`src/rtl/dbio_pkg.sv`:
```
package dbio_pkg;

    localparam int NUM_BANKS = 4;
    localparam int BANK_W    = 16;
    localparam int ADDR_W    = 7;
    localparam int DATA_W    = 32;

    // register addresses that the map depends on
    localparam int DIR_BASE  = 5;
    localparam int LVL_BASE  = 9;
    localparam int SW_CTL    = 13;
    localparam int DBG_CTL   = 14;
    localparam int SW_BASE   = 20;
    localparam int SW_STRIDE = 3;

    typedef struct packed {
        logic [BANK_W-1:0] dir;
        logic [BANK_W-1:0] lvl;
        logic [BANK_W-1:0] sw_mask;
        logic [BANK_W-1:0] sw_tx;
        logic [BANK_W-1:0] sw_rx;
    } bank_regs_t;

    typedef enum logic [1:0] {
        SRC_LEVEL = 2'd0,
        SRC_SWITCH = 2'd1,
        SRC_DEBUG = 2'd2
    } pin_src_e;

    function automatic logic [BANK_W-1:0] masked_merge(
        input logic [BANK_W-1:0] old_v,
        input logic [BANK_W-1:0] mask,
        input logic [BANK_W-1:0] new_v
    );
        return (old_v & ~mask) | (new_v & mask);
    endfunction

endpackage

```
`src/rtl/dbio_flag_reg.sv`:
```
module dbio_flag_reg (
    input  logic clk,
    input  logic rst,
    input  logic fifo_empty_i,
    output logic fifo_busy_o
);
    logic empty_q;

    always_ff @(posedge clk) begin
        if (rst) empty_q <= 1'b1;
        else     empty_q <= fifo_empty_i;
    end

    assign fifo_busy_o = ~empty_q;
endmodule

```
`src/rtl/dbio_regfile.sv`:
```
module dbio_regfile
    import dbio_pkg::*;
#(
    parameter int NB = NUM_BANKS,
    parameter int BW = BANK_W,
    parameter int AW = ADDR_W,
    parameter int DW = DATA_W
) (
    input  logic                      clk,
    input  logic                      rst,
    input  logic                      wr_en,
    input  logic [AW-1:0]             wr_addr,
    input  logic [DW-1:0]             wr_data,
    output bank_regs_t [NB-1:0]       regs_o,
    output logic [NB-1:0]             sw_en_o,
    output logic [NB-1:0]             dbg_en_o
);
    localparam int MASK_LSB = BW;

    bank_regs_t [NB-1:0] regs_q;
    logic [NB-1:0]       sw_en_q;
    logic [NB-1:0]       dbg_en_q;

    wire [BW-1:0] wr_mask = wr_data[MASK_LSB +: BW];
    wire [BW-1:0] wr_val  = wr_data[BW-1:0];

    genvar b;
    generate
        for (b = 0; b < NB; b++) begin : g_bank
            localparam logic [AW-1:0] A_DIR = AW'(DIR_BASE + b);
            localparam logic [AW-1:0] A_LVL = AW'(LVL_BASE + b);
            localparam logic [AW-1:0] A_MSK = AW'(SW_BASE + SW_STRIDE*b);
            localparam logic [AW-1:0] A_TX  = AW'(SW_BASE + SW_STRIDE*b + 1);
            localparam logic [AW-1:0] A_RX  = AW'(SW_BASE + SW_STRIDE*b + 2);

            always_ff @(posedge clk) begin
                if (rst) begin
                    regs_q[b] <= '0;
                end else if (wr_en) begin
                    if (wr_addr == A_DIR)
                        regs_q[b].dir <= masked_merge(regs_q[b].dir, wr_mask, wr_val);
                    if (wr_addr == A_LVL)
                        regs_q[b].lvl <= masked_merge(regs_q[b].lvl, wr_mask, wr_val);
                    if (wr_addr == A_MSK)
                        regs_q[b].sw_mask <= wr_val;
                    if (wr_addr == A_TX)
                        regs_q[b].sw_tx <= wr_val;
                    if (wr_addr == A_RX)
                        regs_q[b].sw_rx <= wr_val;
                end
            end
        end
    endgenerate

    always_ff @(posedge clk) begin
        if (rst) begin
            sw_en_q  <= '0;
            dbg_en_q <= '0;
        end else if (wr_en) begin
            if (wr_addr == AW'(SW_CTL))  sw_en_q  <= wr_data[NB-1:0];
            if (wr_addr == AW'(DBG_CTL)) dbg_en_q <= wr_data[NB-1:0];
        end
    end

    assign regs_o   = regs_q;
    assign sw_en_o  = sw_en_q;
    assign dbg_en_o = dbg_en_q;
endmodule

```
`src/rtl/dbio_bank_mux.sv`:
```
module dbio_bank_mux
    import dbio_pkg::*;
#(
    parameter int BW = BANK_W
) (
    input  bank_regs_t    regs_i,
    input  logic          sw_en_i,
    input  logic          dbg_en_i,
    input  logic          fifo_busy_i,
    input  logic [BW-1:0] dbg_i,
    output logic [BW-1:0] oe_o,
    output logic [BW-1:0] out_o
);
    pin_src_e      src;
    logic [BW-1:0] sw_sel;
    logic [BW-1:0] sw_val;
    logic [BW-1:0] mixed;

    always_comb begin
        if (dbg_en_i)     src = SRC_DEBUG;
        else if (sw_en_i) src = SRC_SWITCH;
        else              src = SRC_LEVEL;
    end

    always_comb begin
        sw_sel = regs_i.sw_mask;
        sw_val = fifo_busy_i ? regs_i.sw_tx : regs_i.sw_rx;
        mixed  = (sw_val & sw_sel) | (regs_i.lvl & ~sw_sel);
        unique case (src)
            SRC_DEBUG: begin
                oe_o  = '1;
                out_o = dbg_i;
            end
            SRC_SWITCH: begin
                oe_o  = regs_i.dir;
                out_o = mixed;
            end
            default: begin
                oe_o  = regs_i.dir;
                out_o = regs_i.lvl;
            end
        endcase
    end
endmodule

```
`src/rtl/dbio_ctrl.sv`:
```
module dbio_ctrl
    import dbio_pkg::*;
#(
    parameter int NB = NUM_BANKS,
    parameter int BW = BANK_W,
    parameter int AW = ADDR_W,
    parameter int DW = DATA_W,
    localparam int PW = NB * BW
) (
    input  logic          clk,
    input  logic          rst,
    input  logic          wr_en,
    input  logic [AW-1:0] wr_addr,
    input  logic [DW-1:0] wr_data,
    input  logic          txfifo_empty,
    input  logic [PW-1:0] dbg_data,
    output logic [PW-1:0] pin_oe,
    output logic [PW-1:0] pin_out
);
    bank_regs_t [NB-1:0] regs;
    logic [NB-1:0]       sw_en;
    logic [NB-1:0]       dbg_en;
    logic                fifo_busy;

    dbio_flag_reg u_flag (
        .clk          (clk),
        .rst          (rst),
        .fifo_empty_i (txfifo_empty),
        .fifo_busy_o  (fifo_busy)
    );

    dbio_regfile #(.NB(NB), .BW(BW), .AW(AW), .DW(DW)) u_regs (
        .clk      (clk),
        .rst      (rst),
        .wr_en    (wr_en),
        .wr_addr  (wr_addr),
        .wr_data  (wr_data),
        .regs_o   (regs),
        .sw_en_o  (sw_en),
        .dbg_en_o (dbg_en)
    );

    genvar b;
    generate
        for (b = 0; b < NB; b++) begin : g_mux
            dbio_bank_mux #(.BW(BW)) u_mux (
                .regs_i      (regs[b]),
                .sw_en_i     (sw_en[b]),
                .dbg_en_i    (dbg_en[b]),
                .fifo_busy_i (fifo_busy),
                .dbg_i       (dbg_data[b*BW +: BW]),
                .oe_o        (pin_oe[b*BW +: BW]),
                .out_o       (pin_out[b*BW +: BW])
            );
        end
    endgenerate
endmodule

```
`config.mk`:
```
export PLATFORM = sky130hd
export DESIGN_NAME = dbio_ctrl
export DESIGN_NICKNAME = d
export VERILOG_FILES = /design/src/rtl/dbio_pkg.sv /design/src/rtl/dbio_flag_reg.sv /design/src/rtl/dbio_regfile.sv /design/src/rtl/dbio_bank_mux.sv /design/src/rtl/dbio_ctrl.sv
export SDC_FILE = /design/constraint.sdc
export NUM_CORES = 1
export LEC_CHECK = 0
export BUFFER_PORTS_ARGS = -buffer_cell sky130_fd_sc_hd__buf_2
export CORE_AREA = 2 2 250 190
export CTS_CLUSTER_DIAMETER = 50
export DETAILED_ROUTE_END_ITERATION = 10
export DIE_AREA = 0 0 252 192
export PLACE_DENSITY = 0.59
export SYNTH_ARGS = -nofsm -noshare
export SYNTH_HDL_FRONTEND = slang
export SYNTH_SLANG_ARGS = --single-unit
```
`constraint.sdc`:
```
create_clock -name clk -period 4 [get_ports clk]
set_input_delay 0.8 -clock clk [delete_from_list [all_inputs] [get_ports clk]]
set_output_delay 0.8 -clock clk [all_outputs]
set_load 0.03 [all_outputs]
```
Word-level counts from Yosys, hierarchy flattened
Index checks and enable logic that the tools add are counted.
Word-level totals
  register bits after elaboration: 329
  output and inout bits: 128
  word-level logic and storage cells: 129
Operators by class
  eq/ne operators: 30
  muxes and demuxes: 20
  bitwise gates (word level): 34
  reduce and logical (&&, ||, !) cells: 22
Operator list (number)
  $and A16 B16 Y16: 17
  $or A16 B16 Y16: 12
  $mux W16: 8
  $pmux W16 S2: 4
  $eq A7 B5 Y1 const B: 12
  $not A16 Y16: 5
  $eq A7 B4 Y1 const B: 7
  $reduce_and A2 Y1: 22
  $eq A7 B3 Y1 const B: 3
  $eq A2 B1 Y1 const B: 4
  $eq A2 B2 Y1 const B: 4
  $mux W2: 4
  $mux W1: 4

Logic depth before layout (Yosys ltp)
  depth after elaboration: 4
  depth in mapped cells: 6

By module
A second synthesis with hierarchy kept.
Unflattened totals
  cell total of the unflattened synthesis: 1917
  area, all modules: 16555.9 µm²
Modules (own cells, without submodules)
  dbio_regfile: instances 1, cells an instance 1554, area an instance 13713.2 µm², seq. area each 6566.3 µm²
  dbio_bank_mux: instances 4, cells an instance 90, area an instance 703.2 µm², seq. area each 0.0 µm²
  dbio_flag_reg: instances 1, cells an instance 3, area an instance 30.0 µm², seq. area each 20.0 µm²

Worst setup path before layout
Ideal clock, no wire load.
  kind: reg-to-output
  start point: register u_flag.empty_q
  end point: output port pin_out[0]
  arrival time: 1.367 ns
  required time: 3.200 ns
  slack: 1.833 ns
  cell stages (with the launch flop): 6
  path buffers: 2
  cell sequence: dfxtp_1 -> buf_2 -> buf_2 -> mux2i_1 -> a311oi_1 -> a21o_1
Between the ends
  longest elaborated chain between the ends: 4
Ends and longest elaborated chain
  from (decl): line dbio_flag_reg.sv:7  | logic empty_q;
  from (signal assigned): line dbio_flag_reg.sv:11  | else empty_q <= fifo_empty_i;
  $mux W16: line dbio_bank_mux.sv:27  | sw_val = fifo_busy_i ? regs_i.sw_tx : regs_i.sw_rx;
  $and A16 B16 Y16: line dbio_bank_mux.sv:28  | mixed = (sw_val & sw_sel) | (regs_i.lvl & ~sw_sel);
  $or A16 B16 Y16: line dbio_bank_mux.sv:28
  $pmux W16 S2: line dbio_bank_mux.sv:29  | unique case (src)
  to (decl): line dbio_ctrl.sv:18  | output logic [PW-1:0] pin_out
Every way passes these cells.

Worst setup path in the final report
  start point: register u_flag.empty_q
  end point: output port pin_out[11]
The elaborated chain is that of the path after synthesis.

==> out/qor.yml <==
status: "finished clean"
clkTransAtPathRegs_ns: 0.05
areaGrowthSynthToFinish_pct: 15.5
htree_levels: 2
syn_nets: 2028
syn_area_um2: 16400
holdPathStages: 2
firstDrtPassIters: 5
ctsHoldBuffers: 0
cp_slowest_cell: "dfxtp_4"
synth_cell_type_count: 29
synth-seq-cells: 329
path_class: "flip-flop to primary output"
dpl.hpwl_um: 37200
mostFrequentLayoutCells: "dfxtp_1, nand3_1, a21oi_1"
stdcell_count: 2614
yosysWarnings: 0
wirelength_um: 61300
setup_violations: 0
cts_resized: 0
pin_count: 235
coreArea_um2: 45800
rows: 68
overflow: 0
netlist_instances: 1921
hold_violations: 0
ys_seq_area_share_pct: 40.3
period_share_pct: 84.6
die_h_um: 192
cpMostUsedCell: "buf_4"
drc: 0
power.density_nw_per_um2: 392
cp_top_family: "buffers and inverters"
syn_area_per_cell_um2: 8.52
routed_via_density: 5.95
nFillCells: 4498
max_freq_mhz: 296
min_period_ns: 3.38
reg2reg_depth: 3
hold_class: "primary input to flip-flop"
drv_cap: 0
grt_usage_pct: 24.2
path_max_fanout: 29
cts_root_buffer: "clkbuf_16"
dpl.cell_count: 2538
vdd_drop_max_v: 0.000235
cts_buffers: 41
async_flop_share_pct: 0
cp-start-kind: "flip-flop"
cp_cell_sequence: "buf_4, buf_4, mux2i_1, a311oi_1, a21o_1, buf_2"
drive_gt1_share_pct: 20.7
ys.flop_type: "dfxtp_1"
final_max_slew_viol_count: 0
grt_setup_unrepaired: "false"
final_area_um2: 18900
cts_setup_buffers: 0
antenna_left: 0
grt_max_degree: 133
crit_buf_inv: 3
clock_skew_ns: 0
cp.depth: 6
grt_antenna_before_repair: 1
crit_required_ns: 3.20
die_area_um2: 48400
final_common_cell: "dfxtp_1"
leakage_nw: 8.33
arrival_ns: 2.58
start_util_pct: 35.7
synth-edff-count: 0
final_util_pct: 41.3
whs_ns: 0.457
place_area_um2: 17600
cts.sinks: 329
clock_latency_ns: 0.54
routedWlPerCell_um: 23.5
place_congestion: 0.811
setup-tns-final_ns: 0
port_buffers: 234
layout.nets: 2093
slowest_delay_ns: 0.75
die_w_um: 252
slew_headroom_pct: 34.1
num_vias: 15600
cts.path.max_buffers: 3
drt_iter0_drc: 1671
first_global_vias: 14300
worst_pin_slew_ns: 0.987
critPathCaptureType: "primary output"
grt_pass1_wl_um: 89900
cts_tree: "done"
==> final timing paths <==
check	from	to	slack [ns]
worst max-delay path	u_flag.empty_q$_SDFF_PP1_	pin_out[11]	0.62
worst min-delay path	txfifo_empty	u_flag.empty_q$_SDFF_PP1_	0.46
worst max register to register	u_regs.dbg_en_o[0]$_SDFFE_PP0P_	u_regs.dbg_en_o[0]$_SDFFE_PP0P_	2.44
worst min register to register	flip-flop	flip-flop	0.47
==> per-layer routing <==
layer	global-route usage (%)	up-vias	part of all wire, %
li1	-	7074	-
met1	34.7	7565	43
met2	36.7	806	44
met3	3.52	119	9.3
met4	9.19	0	3.5
met5	0	-	0
==> cells in the mapped netlist (4+ instances only) <==
cell type  number  area (µm²)
a21o_1         64         480
a21oi_1       256        1280
a311oi_1       64         561
buf_1          20        75.1
buf_2          70         350
buf_4          12        90.1
buf_6           7        78.8
clkbuf_1      139         522
dfxtp_1       329        6590
mux2i_1       200        2000
nand2b_1      152         951
nand3_1       257        1290
nand4_1        65         407
nand4b_1        5        43.8
nand4bb_1       4        45.0
o21ai_0       168         841
o21ai_1        24         120
or2_2          65         407
==> area by class of cell <==
cell class              instances  area [µm²]  share of cell area (%)
repair buffers                271        1530                    8.11
clock inverters                17         129                   0.682
diodes                          2        5.00                  0.0265
clock buffers                  57        1180                    6.24
well taps                     595         744                    3.94
multi-input cells            1343        8720                    46.1
flip-flops and latches        329        6590                    34.9
==> where the power goes <==
part	internal [mW]	switching (mW)	total (mW)
Combinational	0.125	0.378	0.503
Clock	2.08	1.52	3.61
Sequential	3.28	0.0139	3.30
==> metrics by stage <==
step / setup WS, ns / total power [mW]
5_1_grt: 0.463 / 7.58
3_3_place_gp: 1.16 / 3.86
6_report: 0.617 / 7.40
3_5_place_dp: 1.16 / 3.86
2_1_floorplan: 1.83 / 3.64
4_1_cts: 0.591 / 7.43
==> logic make-up (layout without fill, tap and decap cells) <==
logic type             Yosys count  in the layout  share of synthesized area, %
multiplexers                   200            200                          12.2
other                            0              2                             0
AO/OA/AOI/OAI                  576            576                          20.1
buffers and inverters          249            345                          6.85
flip-flops                     329            329                          40.3
AND/OR/NAND/NOR                567            567                          20.6
Power figures use the tool's default switching activity.
